$ cat src/rtl/hb_pwm_pkg.sv
package hb_pwm_pkg;
  localparam int unsigned DB_W    = 7;
  localparam int unsigned N_OUT   = 2;
  localparam int unsigned IDX_PRI = 0;
  localparam int unsigned IDX_CMP = 1;
  typedef logic [DB_W-1:0] db_t;
endpackage

$ cat src/rtl/hb_pwm_timer.sv
module hb_pwm_timer
  import hb_pwm_pkg::*;
#(
  parameter int unsigned W = 8
) (
  input  logic         clk_i,
  input  logic         rst_ni,
  input  logic         tick_i,
  input  logic         en_i,
  input  logic [W-1:0] period_i,
  input  logic [W-1:0] duty_i,
  input  db_t          dead_i,
  output logic [W-1:0] tmr_o,
  output logic [W-1:0] per_o,
  output logic [W-1:0] duty_o,
  output db_t          dead_o,
  output logic         en_o,
  output logic         strobe_o
);
  logic [W-1:0] tmr_q, per_q, duty_q;
  db_t          dead_q;
  logic         en_q, strobe_q, wrap;

  assign wrap = tick_i && (tmr_q == per_q);

  // shadow registers load only on the wrap tick
  always_ff @(posedge clk_i or negedge rst_ni) begin
    if (!rst_ni) begin
      tmr_q    <= '0;
      per_q    <= '0;
      duty_q   <= '0;
      dead_q   <= '0;
      en_q     <= 1'b0;
      strobe_q <= 1'b0;
    end else begin
      strobe_q <= wrap;
      if (wrap) begin
        tmr_q  <= '0;
        per_q  <= period_i;
        duty_q <= duty_i;
        dead_q <= dead_i;
        en_q   <= en_i;
      end else if (tick_i) begin
        tmr_q <= tmr_q + 1'b1;
      end
    end
  end

  assign tmr_o    = tmr_q;
  assign per_o    = per_q;
  assign duty_o   = duty_q;
  assign dead_o   = dead_q;
  assign en_o     = en_q;
  assign strobe_o = strobe_q;
endmodule

$ cat src/rtl/hb_pwm_deadband.sv
module hb_pwm_deadband
  import hb_pwm_pkg::*;
(
  input  logic clk_i,
  input  logic rst_ni,
  input  logic tick_i,
  input  logic nom_i,
  input  db_t  dead_i,
  output logic drv_o
);
  localparam db_t RUN_MAX = '1;

  db_t run_q;

  // ticks the nominal level has been high, saturating
  always_ff @(posedge clk_i or negedge rst_ni) begin
    if (!rst_ni) begin
      run_q <= '0;
    end else if (tick_i) begin
      if (!nom_i) begin
        run_q <= '0;
      end else if (run_q != RUN_MAX) begin
        run_q <= run_q + 1'b1;
      end
    end
  end

  // turn-off is immediate, turn-on waits for the count
  assign drv_o = nom_i && (run_q >= dead_i);
endmodule

$ cat src/rtl/hb_pwm.sv
module hb_pwm
  import hb_pwm_pkg::*;
#(
  parameter int unsigned W = 8
) (
  input  logic            clk_i,
  input  logic            rst_ni,
  input  logic            tick_i,
  input  logic            en_i,
  input  logic [W-1:0]    period_i,
  input  logic [W-1:0]    duty_i,
  input  logic [DB_W-1:0] dead_i,
  output logic            pwm_a_o,
  output logic            pwm_b_o,
  output logic            strobe_o
);
  logic [W-1:0]     tmr, per_q, duty_q;
  db_t              dead_q;
  logic             en_q, a_on;
  logic [N_OUT-1:0] nom, drv;

  hb_pwm_timer #(.W(W)) i_timer (
    .clk_i    (clk_i),
    .rst_ni   (rst_ni),
    .tick_i   (tick_i),
    .en_i     (en_i),
    .period_i (period_i),
    .duty_i   (duty_i),
    .dead_i   (dead_i),
    .tmr_o    (tmr),
    .per_o    (per_q),
    .duty_o   (duty_q),
    .dead_o   (dead_q),
    .en_o     (en_q),
    .strobe_o (strobe_o)
  );

  assign a_on         = (tmr < duty_q);
  assign nom[IDX_PRI] = en_q && a_on;
  assign nom[IDX_CMP] = en_q && !a_on;

  for (genvar g = 0; g < N_OUT; g++) begin : g_db
    hb_pwm_deadband i_db (
      .clk_i  (clk_i),
      .rst_ni (rst_ni),
      .tick_i (tick_i),
      .nom_i  (nom[g]),
      .dead_i (dead_q),
      .drv_o  (drv[g])
    );
  end

  assign pwm_a_o = drv[IDX_PRI];
  assign pwm_b_o = drv[IDX_CMP];
endmodule

$ cat config.mk
export PLATFORM = sky130hd
export DESIGN_NAME = hb_pwm
export DESIGN_NICKNAME = d
export VERILOG_FILES = /design/src/rtl/hb_pwm_pkg.sv /design/src/rtl/hb_pwm_timer.sv /design/src/rtl/hb_pwm_deadband.sv /design/src/rtl/hb_pwm.sv
export SDC_FILE = /design/constraint.sdc
export NUM_CORES = 1
export LEC_CHECK = 0
export BUFFER_PORTS_ARGS = -buffer_cell sky130_fd_sc_hd__buf_2
export CAP_MARGIN = 20
export CORE_UTILIZATION = 50
export DETAILED_ROUTE_END_ITERATION = 6
export HOLD_SLACK_MARGIN = 0.02
export PLACE_DENSITY = 0.7
export SLEW_MARGIN = 20
export SYNTH_ARGS = -nofsm -noshare
export SYNTH_HDL_FRONTEND = slang
export SYNTH_SLANG_ARGS = --single-unit
$ cat constraint.sdc
create_clock -name clk_i -period 5.6 [get_ports clk_i]
set_input_delay 0.28 -clock clk_i [delete_from_list [all_inputs] [get_ports clk_i]]
set_output_delay 0.28 -clock clk_i [all_outputs]
set_load 0.01 [all_outputs]
==> impl_metrics.csv, run 1 <==
group,metric,value,unit
grt,grt-ovfl-total,0,
clock_tree,cts_resized,0,
synth,seq_area_frac_synth,45.26,%
final_layout,final_nets,332,
grt,grt_pass1_wl,8059,um
clock_tree,postCtsSetupBuffers,0,
timing,holdWs,-0.01796,ns
synth,synth_cells,253,
critical_path,cp_slowest_cell,"a311oi_4",
detailed_routing,ant_nets,0,
timing,slew_headroom,33.54,%
outcome,outcome,"finished, violations left",
critical_path,r2r-start,"i_timer.tmr_o[0]",
clock_tree,cts_buffers,5,
final_layout,n_antenna_cell,0,
place,hpwl,3346,um
clock_tree,path_clk_slew,0.09,ns
critical_path,cp_slowest_stage_delay,0.55,ns
detailed_routing,wl,4589,um
power,leakagePower,1.423,nW
clock_tree,tritoncts,"yes",
final_layout,fillers,424,
timing,layout_min_cycle_time,2.748,ns
synth,synth_area_leader_cell,"dfrtp_1",
grt,grt_max_degree,48,
synth,synthesis.area,0.002599,mm^2
job,cap_violations,0,
timing,setup_ws,2.852,ns
die,start_util,53.60,%
critical_path,path_cells,"ha_1 > a2111o_1 > a311oi_4 > a21boi_1 > buf_2",
critical_path,reg2reg_slack,3.10,ns
critical_path,critical_path_class,"flop to output pin",
detailed_routing,first_pass_iters,4,
die,pin_count,30,
timing,tns,0,ns
die,die_area,0.005490,mm^2
clock_tree,root_buffer,"clkbuf_8",
synth,synth-seq-cells,47,
detailed_routing,routed_via_density,5.315,
place,dp.cells,341,
timing,timing.fmax,363.9,MHz
synth,yosysUniqueCellTypes,38,
timing,clock_skew,0.006476,ns
power,powerDensity,418.8,mW/mm^2
grt,met1_usage,27.57,%
clock_tree,clockBufferDepth,2,
place,numPortBuffers,29,
timing,grt_setup_unrepaired,"false",
clock_tree,ctsHoldBuffers,0,
synth,syn_area_per_cell,10.27,um^2
final_layout,drive_gt1_share,16.31,%
place,routabilityCongestion,0.7572,
synth,ys_async_sr_fraction,100.0,%
grt,grtUsageMet3,3.252,%
die,die_w,74.10,um
grt,grt_pass1_vias,1799,
critical_path,cp-start-kind,"flop",
clock_tree,clock_latency,0.30,ns
worst_hold_path,hold_path_class,"input pin to asynchronous set/reset pin",
synth,yosysTopAreaCellShare,45.26,%
synth,synthMostInstantiatedCell,"dfrtp_1",
synth,synthFlopType,"dfrtp_1",
timing,hold_violations,47,
timing,tightest_slew,0.9915,ns
detailed_routing,drt_iter0_drc,110,
synth,synthTopCellsByCount,"47 x dfrtp_1, 27 x nand2_1, 24 x ha_1, 19 x a21oi_1, 19 x inv_1",
detailed_routing,dr_total_vias,1855,
die,rows,25,
synth,ys_top_cells_by_area,"dfrtp_1 45%, ha_1 12%, mux2_1 4.3%, nand2_1 3.9%, a21oi_1 3.7%",
critical_path,cp_max_fo,9,
synth,yosysWarnings,0,
detailed_routing,drc,0,
critical_path,required,5.32,ns
critical_path,reg2reg_depth,5,
critical_path,arrival,2.47,ns
power,ir_drop,255.8,uV
critical_path,r2r-end,"i_timer.per_o[0]",
grt,track_usage,19.36,%
grt,grt-busiest-layer,"met2",
timing,setup_violations,0,
timing,slew_violations,0,
critical_path,endpoint_kind,"output pin",
clock_tree,htree_levels,2,
final_layout,instances_no_fill,349,
grt,antenna_found_initial,0,
synth,synth_edf_count,0,
timing,fin_crit_sh,49.06,%
final_layout,syn_to_final_growth,12.08,%
clock_tree,cts.sinks,47,
outcome,violations,"negative hold slack",
die,die_y,74.10,um
place,pre_cts_slack,2.953,ns
synth,synth_nets,304,
die,core,0.004848,mm^2
grt,use_met2,29.80,%
detailed_routing,wl_per_cell,13.15,um
==> worst max path at each step <==
stage | cells past startpoint | startpoint | slack [ns] | endpoint
2_1_floorplan | 4 | i_timer.tmr_o[1] | 3.41 | pwm_a_o
3_3_place_gp | 5 | tick_i | 2.98 | i_timer.per_o[0]
3_5_place_dp | 5 | tick_i | 2.95 | i_timer.per_o[0]
4_1_cts | 5 | i_timer.tmr_o[1] | 2.82 | pwm_a_o
5_1_grt | 5 | i_timer.tmr_o[1] | 2.72 | pwm_a_o
6_report | 5 | i_timer.tmr_o[1] | 2.85 | pwm_a_o
==> cell type report <==
class                           instances  area [um^2]  area share (%)
Tap cell                               67        83.83           2.878
Clock buffer                            5        68.82           2.363
Timing Repair Buffer                   30        155.1           5.326
Clock inverter                          3        43.79           1.503
Sequential cell                        47         1176           40.38
Inverter                               19        71.32           2.448
Multi-Input combinational cell        178         1314           45.10
==> layer usage <==
layer | share of wire, % | vias to the layer above
met4 | 1.3 | 0
met2 | 44 | 23
met3 | 2.5 | 6
li1 | - | 955
met5 | 0 | -
met1 | 52 | 871
==> power breakdown <==
| group | internal [mW] | switching (mW) |
|---|---|---|
| Sequential | 0.453 | 0.0903 |
| Clock | 0.133 | 0.112 |
| Combinational | 0.198 | 0.233 |
==> kinds of logic after synthesis <==
group / share of synthesized area (%)
and+or+nand+nor: 12.61
AOI/OAI and AO/OA: 16.32
DFF: 45.26
buffers and inverters: 4.381
adders and majority gates: 11.56
xor gates and xnor gates: 4.718
muxes: 5.152
==> worst max-delay path: cells and delay by family (launching register included) <==
kind	cells	cell delay [ns]
AO/OA/AOI/OAI	3	1.22
adder cells (fa/ha/maj)	1	0.31
flip-flops	1	0.48
buffers and inverters	1	0.15
==> placed cells by master (no fill, tap or decap), types with 10 or more instances in the layout <==
| master | n |
|---|---|
| ha_1 | 24 |
| nor2_1 | 10 |
| a21oi_1 | 19 |
| buf_2 | 28 |
| dfrtp_1 | 47 |
| inv_1 | 19 |
| o21ai_1 | 18 |
| nand2_1 | 27 |
| mux2_1 | 10 |
==> registers in the layout, indices dropped and copies added (netlist names) <==
name / count
i_timer.duty_o: 8
i_timer.per_o: 8
i_timer.dead_o: 7
g_db.i_db.run_q: 14
i_timer.strobe_o: 1
i_timer.en_o: 1
i_timer.tmr_o: 8
==> per-stage QoR <==
step	instance area [um^2]	util, %	power (mW)
final	2913	60.08	1.220
after global routing	2913	60.08	1.333
after CTS	2910	60.03	1.238
after detailed placement	2798	57.70	0.9869
after global placement	2798	57.70	0.9702
after floorplan	2599	-	0.8752
No activity file was read; power rests on OpenSTA's default activity.
==> run 2, diff against run 1 <==
==> constraint.sdc (replaced) <==
create_clock -name clk_i -period 2.6 [get_ports clk_i]
set_input_delay 0.13 -clock clk_i [delete_from_list [all_inputs] [get_ports clk_i]]
set_output_delay 0.13 -clock clk_i [all_outputs]
set_load 0.01 [all_outputs]
==> run 2 against run 1 <==
  * The flow now finishes without violations
  * Non-clock buffer count grew 5
  * Worst setup slack lost 2.6 ns
  * Sequential cell count is the same
==> impl_metrics.csv, run 2 (same netlist as run 1, synthesis figures left out) <==
group,metric,value,unit
outcome,outcome,"completed",
die,rows,25,
place,routabilityCongestion,0.7562,
final_layout,drive_gt1_share,17.07,%
critical_path,required,2.47,ns
detailed_routing,drc,0,
die,die_area,0.005490,mm^2
final_layout,regMostFlops,"g_db.i_db.run_q",
final_layout,layout_commonest_cell,"dfrtp_1",
timing,slew_violations,0,
critical_path,reg2reg_slack,0.50,ns
clock_tree,path_clk_slew,0.08,ns
die,core,0.004848,mm^2
power,leakagePower,1.440,nW
timing,slew_headroom,60.36,%
final_layout,syn_to_final_growth,13.14,%
final_layout,utilization,60.65,%
grt,grt-ovfl-total,0,
timing,hold_violations,0,
critical_path,reg2reg_depth,5,
die,die_w,74.10,um
die,die_y,74.10,um
detailed_routing,ant_nets,0,
timing,grt_setup_unrepaired,"false",
place,placed_cell_area,0.002828,mm^2
detailed_routing,wl_per_cell,13.03,um
critical_path,r2r-start,"i_timer.tmr_o[1]",
timing,fin_crit_sh,89.88,%
power,finalPower,2.599,mW
die,start_util,53.60,%
grt,grt_pass1_wl,8259,um
final_layout,layout_common_cells,"47 x dfrtp_1, 28 x buf_2, 27 x nand2_1, 24 x ha_1",
critical_path,path_cells,"ha_1 > a2111o_1 > a311oi_4 > a21boi_1 > buf_2",
detailed_routing,first_pass_iters,4,
critical_path,cp_slowest_stage_delay,0.47,ns
die,pin_count,30,
critical_path,arrival,2.21,ns
clock_tree,cts_buffers,5,
place,numPortBuffers,29,
critical_path,cp-start-kind,"flop",
timing,clock_skew,0.005836,ns
critical_path,cp_max_fo,7,
final_layout,finalInstanceArea,0.002940,mm^2
grt,grt_pass1_vias,1818,
detailed_routing,dr_total_vias,1861,
timing,tightest_slew,0.5946,ns
clock_tree,htree_levels,2,
clock_tree,clock_latency,0.30,ns
critical_path,critical_path_buf_inv_count,1,
job,cap_violations,0,
final_layout,final_nets,337,
place,hpwl,3316,um
worst_hold_path,min_from,"duty_i[5]",
grt,track_usage,19.87,%
detailed_routing,routed_via_density,5.257,
final_layout,largest_reg_flops,14,
timing,holdWs,0.02851,ns
clock_tree,cts.sinks,47,
critical_path,critical_path_class,"flop to output pin",
critical_path,cp.depth,5,
critical_path,cp_slowest_cell,"dfrtp_1",
clock_tree,tritoncts,"yes",
timing,tns,0,ns
critical_path,endpoint_kind,"output pin",
timing,timing.fmax,427.9,MHz
detailed_routing,wl,4614,um
grt,grt_max_degree,48,
detailed_routing,drt_iter0_drc,70,
clock_tree,clockBufferDepth,2,
power,powerDensity,884.0,mW/mm^2
worst_hold_path,min_path_cells,3,
critical_path,r2r-end,"g_db[1].i_db.run_q[0]",
power,ir_drop,412.8,uV
grt,antenna_found_initial,0,
clock_tree,root_buffer,"clkbuf_8",
final_layout,n_antenna_cell,0,
critical_path,critPathTopFamily,"compound AO/OA/AOI/OAI gates",
timing,setup_violations,0,
worst_hold_path,worstHoldEndpoint,"i_timer.duty_o[5]",
timing,layout_min_cycle_time,2.337,ns
worst_hold_path,hold_path_class,"input pin to flop",
clock_tree,postCtsSetupBuffers,0,
## run 2: how the worst max path moves through the flow
| stage | to | slack [ns] | from |
|---|---|---|---|
| final | pwm_a_o | 0.26 | i_timer.tmr_o[1] |
| after CTS | pwm_a_o | 0.23 | i_timer.tmr_o[1] |
| after detailed placement | g_db[1].i_db.run_q[0] | 0.51 | i_timer.tmr_o[1] |
| after global routing | pwm_a_o | 0.17 | i_timer.tmr_o[1] |
| after global placement | g_db[1].i_db.run_q[0] | 0.53 | i_timer.tmr_o[1] |
| after floorplan | pwm_a_o | 0.56 | i_timer.tmr_o[1] |
## run 2: metrics by stage
stage                     setup WS, ns  std cells
after CTS                       0.2345        353
after detailed placement        0.5055        345
after floorplan                 0.5599        253
after global placement          0.5309        345
after global routing            0.1705        354
final                           0.2631        354
## run 2: area by class of cell
cell class,instances,area (um^2)
Fill cell,398,1908
Multi-Input combinational cell,178,1314
Sequential cell,47,1176
Timing Repair Buffer,35,195.2
Clock buffer,8,100.1
Tap cell,67,83.83
Inverter,19,71.32
## run 2: routing by layer
| metal | up-vias | track usage, % | wire, um |
|---|---|---|---|
| li1 | 970 | - | - |
| met1 | 863 | 28.11 | 2406 |
| met2 | 20 | 29.49 | 1993 |
| met3 | 8 | 3.794 | 121 |
| met4 | 0 | 9.188 | 92 |
| met5 | - | 0 | 0 |
## run 2: timing repair
item,4_1_cts,5_1_grt
endpoints found under the hold margin,0,47
resized for setup,0,0
hold buffers,0,1
## run 2: power breakdown
part / switching [mW] / internal, mW
combinational: 0.511 / 0.444
sequential: 0.190 / 0.977
clock: 0.235 / 0.243
## run 2: worst register-to-register path, cell delays in order, from the launching register on
cell      delay, ns
dfrtp_1        0.47
ha_1           0.31
a2111o_1       0.44
a32oi_4        0.36
o21ai_1        0.14
mux2_2         0.28
